==> src/rtl/brom_pkg.sv <==
package brom_pkg;
  typedef enum logic [2:0] {
    ST_IDLE,
    ST_SETUP,  // first cycle of beat 0
    ST_FWAIT,  // first-beat waits
    ST_BURST,  // first cycle of a later beat
    ST_BWAIT,  // later-beat waits
    ST_CLOSE
  } brom_state_e;
endpackage

==> src/rtl/brom_seq.sv <==
module brom_seq
  import brom_pkg::*;
#(
  parameter int WAIT_W = 4,
  parameter int BEATS  = 4
) (
  input  logic              clk_i,
  input  logic              rst_ni,
  input  logic              req_i,
  input  logic              dma_i,
  input  logic [WAIT_W-1:0] first_wait_i,
  input  logic [WAIT_W-1:0] next_wait_i,
  input  logic              wait_i,
  output logic              accept_o,
  output logic              advance_o,
  output logic              capture_o,
  output logic              cs_o,
  output logic              rd_o,
  output logic              bs_o,
  output logic              ack_o,
  output logic              done_o
);
  localparam int BEAT_W = (BEATS > 1) ? $clog2(BEATS) : 1;

  brom_state_e       state_q;
  logic [WAIT_W-1:0] w0_q, w1_q, cnt_q, cur_w;
  logic [BEAT_W-1:0] beat_q;
  logic              dma_q, done_q;
  logic              in_start, in_wait, last_beat, beat_end;

  always_comb begin
    in_start  = (state_q == ST_SETUP) || (state_q == ST_BURST);
    in_wait   = (state_q == ST_FWAIT) || (state_q == ST_BWAIT);
    cur_w     = (state_q == ST_SETUP) ? w0_q : w1_q;
    last_beat = (beat_q == BEAT_W'(BEATS - 1));
    // ext wait only matters on the final cycle of a beat
    beat_end  = !wait_i && ((in_start && (cur_w == '0)) ||
                            (in_wait && (cnt_q == WAIT_W'(1))));
  end

  always_ff @(posedge clk_i or negedge rst_ni) begin
    if (!rst_ni) begin
      state_q <= ST_IDLE;
      w0_q    <= '0;
      w1_q    <= '0;
      cnt_q   <= '0;
      beat_q  <= '0;
      dma_q   <= 1'b0;
      done_q  <= 1'b0;
    end else begin
      done_q <= 1'b0;
      case (state_q)
        ST_IDLE: begin
          if (req_i) begin
            state_q <= ST_SETUP;
            w0_q    <= first_wait_i;
            w1_q    <= next_wait_i;
            dma_q   <= dma_i;
            beat_q  <= '0;
          end
        end
        ST_SETUP, ST_BURST, ST_FWAIT, ST_BWAIT: begin
          if (beat_end) begin
            if (last_beat) begin
              state_q <= ST_CLOSE;
            end else begin
              state_q <= ST_BURST;
              beat_q  <= beat_q + BEAT_W'(1);
            end
          end else if (in_start) begin
            state_q <= (state_q == ST_SETUP) ? ST_FWAIT : ST_BWAIT;
            cnt_q   <= (cur_w == '0) ? WAIT_W'(1) : cur_w;
          end else if (cnt_q > WAIT_W'(1)) begin
            cnt_q <= cnt_q - WAIT_W'(1);
          end
        end
        ST_CLOSE: begin
          state_q <= ST_IDLE;
          dma_q   <= 1'b0;
          done_q  <= 1'b1;
        end
        default: state_q <= ST_IDLE;
      endcase
    end
  end

  assign accept_o  = (state_q == ST_IDLE) && req_i;
  assign advance_o = beat_end && !last_beat;
  assign capture_o = beat_end;
  assign cs_o      = (state_q != ST_IDLE);
  assign rd_o      = (state_q != ST_IDLE);
  assign bs_o      = in_start;
  assign ack_o     = (state_q != ST_IDLE) && dma_q;
  assign done_o    = done_q;
endmodule

==> src/rtl/brom_addr_gen.sv <==
module brom_addr_gen #(
  parameter int ADDR_W = 26,
  parameter int BLK_W  = 4,
  parameter int STEP   = 4
) (
  input  logic              clk_i,
  input  logic              rst_ni,
  input  logic              load_i,
  input  logic [ADDR_W-1:0] addr_i,
  input  logic              step_i,
  output logic [ADDR_W-1:0] addr_o
);
  logic [ADDR_W-1:0] addr_q;

  generate
    if (BLK_W > 0) begin : g_wrap
      always_ff @(posedge clk_i or negedge rst_ni) begin
        if (!rst_ni) begin
          addr_q <= '0;
        end else if (load_i) begin
          addr_q <= addr_i;
        end else if (step_i) begin
          // offset wraps inside the burst block, upper bits held
          addr_q[BLK_W-1:0] <= addr_q[BLK_W-1:0] + BLK_W'(STEP);
        end
      end
    end else begin : g_fixed
      always_ff @(posedge clk_i or negedge rst_ni) begin
        if (!rst_ni) addr_q <= '0;
        else if (load_i) addr_q <= addr_i;
      end
    end
  endgenerate

  assign addr_o = addr_q;
endmodule

==> src/rtl/brom_capture.sv <==
module brom_capture #(
  parameter int DATA_W = 32
) (
  input  logic              clk_i,
  input  logic              rst_ni,
  input  logic              capture_i,
  input  logic [DATA_W-1:0] data_i,
  output logic [DATA_W-1:0] data_o,
  output logic              vld_o
);
  always_ff @(posedge clk_i or negedge rst_ni) begin
    if (!rst_ni) begin
      data_o <= '0;
      vld_o  <= 1'b0;
    end else begin
      vld_o <= capture_i;
      if (capture_i) data_o <= data_i;
    end
  end
endmodule

==> src/rtl/brom_burst_rd.sv <==
module brom_burst_rd #(
  parameter int ADDR_W = 26,
  parameter int DATA_W = 32,
  parameter int BEATS  = 4,
  parameter int WAIT_W = 4
) (
  input  logic              clk_i,
  input  logic              rst_ni,
  input  logic              req_i,
  input  logic [ADDR_W-1:0] addr_i,
  input  logic              dma_i,
  input  logic [WAIT_W-1:0] first_wait_i,
  input  logic [WAIT_W-1:0] next_wait_i,
  input  logic              wait_i,
  input  logic [DATA_W-1:0] rom_data_i,
  output logic              cs_o,
  output logic              rd_o,
  output logic              bs_o,
  output logic [ADDR_W-1:0] addr_o,
  output logic              ack_o,
  output logic [DATA_W-1:0] data_o,
  output logic              data_vld_o,
  output logic              done_o
);
  localparam int BYTES = DATA_W / 8;
  localparam int BLK_W = $clog2(BEATS * BYTES);

  logic accept, advance, capture;

  brom_seq #(.WAIT_W(WAIT_W), .BEATS(BEATS)) u_seq (
    .clk_i        (clk_i),
    .rst_ni       (rst_ni),
    .req_i        (req_i),
    .dma_i        (dma_i),
    .first_wait_i (first_wait_i),
    .next_wait_i  (next_wait_i),
    .wait_i       (wait_i),
    .accept_o     (accept),
    .advance_o    (advance),
    .capture_o    (capture),
    .cs_o         (cs_o),
    .rd_o         (rd_o),
    .bs_o         (bs_o),
    .ack_o        (ack_o),
    .done_o       (done_o)
  );

  brom_addr_gen #(.ADDR_W(ADDR_W), .BLK_W(BLK_W), .STEP(BYTES)) u_addr (
    .clk_i  (clk_i),
    .rst_ni (rst_ni),
    .load_i (accept),
    .addr_i (addr_i),
    .step_i (advance),
    .addr_o (addr_o)
  );

  brom_capture #(.DATA_W(DATA_W)) u_cap (
    .clk_i     (clk_i),
    .rst_ni    (rst_ni),
    .capture_i (capture),
    .data_i    (rom_data_i),
    .data_o    (data_o),
    .vld_o     (data_vld_o)
  );
endmodule

==> config.mk <==
export PLATFORM = sky130hd
export DESIGN_NAME = brom_burst_rd
export DESIGN_NICKNAME = d
export VERILOG_FILES = /design/src/rtl/brom_pkg.sv /design/src/rtl/brom_seq.sv /design/src/rtl/brom_addr_gen.sv /design/src/rtl/brom_capture.sv /design/src/rtl/brom_burst_rd.sv
export SDC_FILE = /design/constraint.sdc
export NUM_CORES = 1
export LEC_CHECK = 0
export BUFFER_PORTS_ARGS = -buffer_cell sky130_fd_sc_hd__clkbuf_2
export CORE_AREA = 2 2 84 86
export CTS_BUF_LIST = sky130_fd_sc_hd__clkbuf_8
export CTS_CLUSTER_SIZE = 28
export DETAILED_ROUTE_END_ITERATION = 16
export DIE_AREA = 0 0 86 88
export PLACE_DENSITY_LB_ADDON = 0.08
export SLEW_MARGIN = 10
export SYNTH_ARGS = -nofsm -noshare
export SYNTH_HDL_FRONTEND = slang
export SYNTH_HIERARCHICAL = 1
export SYNTH_SLANG_ARGS = --single-unit
export TNS_END_PERCENT = 5
==> constraint.sdc <==
create_clock -name clk_i -period 3.9 [get_ports clk_i]
set_input_delay 0.195 -clock clk_i [delete_from_list [all_inputs] [get_ports clk_i]]
set_output_delay 0.195 -clock clk_i [all_outputs]
set_load 0.02 [all_outputs]
==> flow_metrics.env <==
export IMPL_status="finished with violations"
export IMPL_failed_checks="hold timing"
export IMPL_hold_path_class="in -> async"
export IMPL_crit_start="u_seq/state_q[1]$_DFFE_PN0P_"
export IMPL_place_ws_ns=1.168
export IMPL_yosys_area_top_type="dfrtp_1"
export IMPL_cp_start_kind="register"
export IMPL_firstDrtPassIters=4
export IMPL_synth_xor_area_frac=0.01006
export IMPL_grt_pass1_vias=2198
export IMPL_yosysWarnings=6
export IMPL_worstMarginPinSlew_ns=0.9578
export IMPL_cts_buffers=9
export IMPL_internal_power_uw=2343
export IMPL_port_buffers=134
export IMPL_avgSynthCellArea_um2=15.00
export IMPL_cp_slowest_stage_delay_ns=0.61
export IMPL_setup_tns_ns=0
export IMPL_syn_cell_area_um2=3481
export IMPL_powerDensity_nw_per_um2=909.1
export IMPL_cts_tree="done"
export IMPL_cp_slowest_cell="inv_1"
export IMPL_sequentialPowerShare=0.378
export IMPL_ioPinCount=135
export IMPL_final_antenna_net_count=0
export IMPL_drc=0
export IMPL_gp_congestion=0.7222
export IMPL_die_w_um=86
export IMPL_finalNetCount=439
export IMPL_insertion_delay_ns=0.35
export IMPL_final_cell_mix="133 x clkbuf_2, 78 x dfrtp_1, 37 x mux2_2, 31 x mux2_4, 11 x nand2_1"
export IMPL_synth_seq_cells=78
export IMPL_crit_type="reg -> reg"
export IMPL_cts_hold_fix_buffers=0
export IMPL_syn_to_final_growth_pct=23.33
export IMPL_wl_per_cell_um=14.87
export IMPL_max_slew_margin_rel=0.3615
export IMPL_critical_path_buf_inv_count=2
export IMPL_finalCritPeriodShare=0.6902
export IMPL_vias=2292
export IMPL_p_comb_frac=0.481
export IMPL_die_h_um=88
export IMPL_p_switching_uw=1560
export IMPL_timing_hold_ws_ns=-0.01867
export IMPL_antenna_found_initial=0
export IMPL_seq_area_frac_synth=0.5607
export IMPL_post_cts_buffers=0
export IMPL_synthTopCellsByArea="dfrtp_1 56%, mux2_4 13%, mux2_2 12%, buf_12 1.7%, buf_6 1.3%"
export IMPL_clk_pin_slew_ns=0.08
export IMPL_ff2ff_path_depth=5
export IMPL_final_cells=450
export IMPL_p_clk_frac=0.141
export IMPL_antenna_cells=0
export IMPL_rr_startpoint="u_seq/state_q[1]$_DFFE_PN0P_"
export IMPL_synth_edf_count=0
export IMPL_multi_input_area_um2=1340
export IMPL_wl_mm=6.693
export IMPL_syn_instance_count=232
export IMPL_worst_ir_drop_vdd_v=0.0004250
export IMPL_syn_nets=306
export IMPL_crit_family="buffers and inverters"
export IMPL_grt_usage=0.1841
export IMPL_timing_max_cap_violations=0
export IMPL_fin_crit_ns=2.692
export IMPL_setup_viol=0
export IMPL_p_leak_uw=0.002160
export IMPL_async_reset_ff_frac=1.000
export IMPL_final_common_cell="clkbuf_2"
export IMPL_max_freq_mhz=371.5
export IMPL_synth_top_area_share=0.5607
export IMPL_critPathArrivalTime_ns=2.92
export IMPL_row_count=30
export IMPL_p_total_uw=3903
export IMPL_cts_resized=0
export IMPL_viasPerCell=5.093
export IMPL_hold_viol=12
export IMPL_synth_top_family_by_area="multiplexers"
export IMPL_worstSetupPathDepth=5
export IMPL_gr_total_overflow=0
export IMPL_initial_core_util=0.5239
export IMPL_cts_num_sinks=78
export IMPL_h_tree_depth=3
export IMPL_grt_pass1_wl_mm=10.61
export IMPL_clk_path_buf_depth=2
export IMPL_slew_violations=0
export IMPL_dp_hpwl_mm=4.764
export IMPL_clockRootBuffer="clkbuf_8"
export IMPL_rsz0062_at_grt="false"
export IMPL_drive_gt1_frac=0.6162
export IMPL_synthAdderAreaFrac=0.01078
export IMPL_cp_data_required_time_ns=4.13
export IMPL_yosysUniqueCellTypes=44
export IMPL_synthMuxAreaShare=0.2592
export IMPL_synthSimpleGateAreaFrac=0.05859
export IMPL_worst_setup_path_end_kind="register"
export IMPL_ys_flop_type="dfrtp_1"
export IMPL_switching_share=0.3996
export IMPL_die_area_um2=7568
export IMPL_regArea_um2=1952
export IMPL_core_um2=6644
export IMPL_synth_compound_area_frac=0.04637
export IMPL_n_fill_cell=545
export IMPL_crit_fanout=20
export IMPL_timing_final_ws_setup_ns=1.208
export IMPL_grt_max_degree=79
export IMPL_cp_cell_sequence="nor3_1 > nand2_1 > inv_1 > buf_4 > mux2_2"
export IMPL_skew_ns=0.009500
export IMPL_dr_first_iter_drc_count=92
export IMPL_dp_cells=434
[registers in the layout, indices dropped and copies added (netlist names), 2 cells and up]
| register | flops |
|---|---|
| u_addr/addr_o | 26 |
| u_cap/data_o | 32 |
| u_seq/beat_q | 2 |
| u_seq/cnt_q | 4 |
| u_seq/state_q | 3 |
| u_seq/w0_q | 4 |
| u_seq/w1_q | 4 |
[synthesized netlist by cell type (2+ instances only)]
| master | n |
|---|---|
| clkbuf_8 | 2 |
| buf_6 | 4 |
| a21oi_1 | 4 |
| o21ai_0 | 6 |
| mux2_4 | 31 |
| ha_1 | 3 |
| mux2_2 | 37 |
| xnor2_1 | 3 |
| nor2_1 | 3 |
| or2_1 | 3 |
| nor3_1 | 6 |
| nand2_1 | 11 |
| buf_2 | 2 |
| a31oi_1 | 2 |
| buf_12 | 3 |
| mux2i_1 | 2 |
| nand3_1 | 2 |
| inv_1 | 5 |
| dfrtp_1 | 78 |
[cell families after synthesis]
family,Yosys count
AO/OA/AOI/OAI,22
XOR/XNOR,4
adder cells (fa/ha/maj),3
buffers and inverters,19
flip-flops,78
multiplexers,70
AND/OR/NAND/NOR,36
[power groups by stage]
stage | Clock, uW | Combinational [uW] | Sequential [uW]
2_1_floorplan | 0 | 1060 | 1810
3_3_place_gp | 0 | 1850 | 1470
3_5_place_dp | 0 | 1890 | 1480
4_1_cts | 574 | 1890 | 1480
5_1_grt | 612 | 2020 | 1530
6_report | 551 | 1880 | 1470
[final timing paths]
kind,slack [ns],end
max,1.21,u_addr/addr_o[21]$_DFFE_PN0P_
min,-0.02,u_seq/w1_q[2]$_DFFE_PN0P_
max reg2reg,1.21,u_addr/addr_o[21]$_DFFE_PN0P_
min reg2reg,0.51,u_addr/addr_o[14]$_DFFE_PN0P_
max in group asynchronous,3.27,u_cap/data_o[21]$_DFFE_PN0P_
min in group clk_i,0.06,u_addr/addr_o[2]$_DFFE_PN0P_
[metal layers]
metal | part of all wire | vias up | GRT usage
met1 | 0.42 | 1112 | 0.2376
met4 | 0.012 | 0 | 0.09524
met3 | 0.066 | 9 | 0.04807
li1 | - | 1083 | -
met2 | 0.50 | 88 | 0.2875
met5 | 0 | - | 0
[metrics by stage]
stage / utilization / hold WS [ns] / area (um^2)
2_1_floorplan: - / -0.1006 / 3481
3_3_place_gp: 0.6183 / 0.4048 / 4108
3_5_place_dp: 0.6183 / 0.4074 / 4108
4_1_cts: 0.6461 / 0.02841 / 4293
5_1_grt: 0.6461 / 0.05310 / 4293
6_report: 0.6461 / -0.01867 / 4293
[final cells by class]
class / count / share of cell area
clock buffer: 10 / 0.03206
sequential: 78 / 0.4547
tap: 80 / 0.02332
multi-input combinational: 135 / 0.3122
timing repair buffer: 135 / 0.1586
inverter: 6 / 0.008161
clock inverter: 6 / 0.01108
[worst reg2reg max path, cell delays in order, from the launching register on]
cell     delay, ns
dfrtp_1       0.51
nor3_1        0.41
nand2_1       0.37
inv_1         0.61
buf_4         0.32
mux2_2        0.36
No activity file was read; power rests on OpenSTA's default activity.
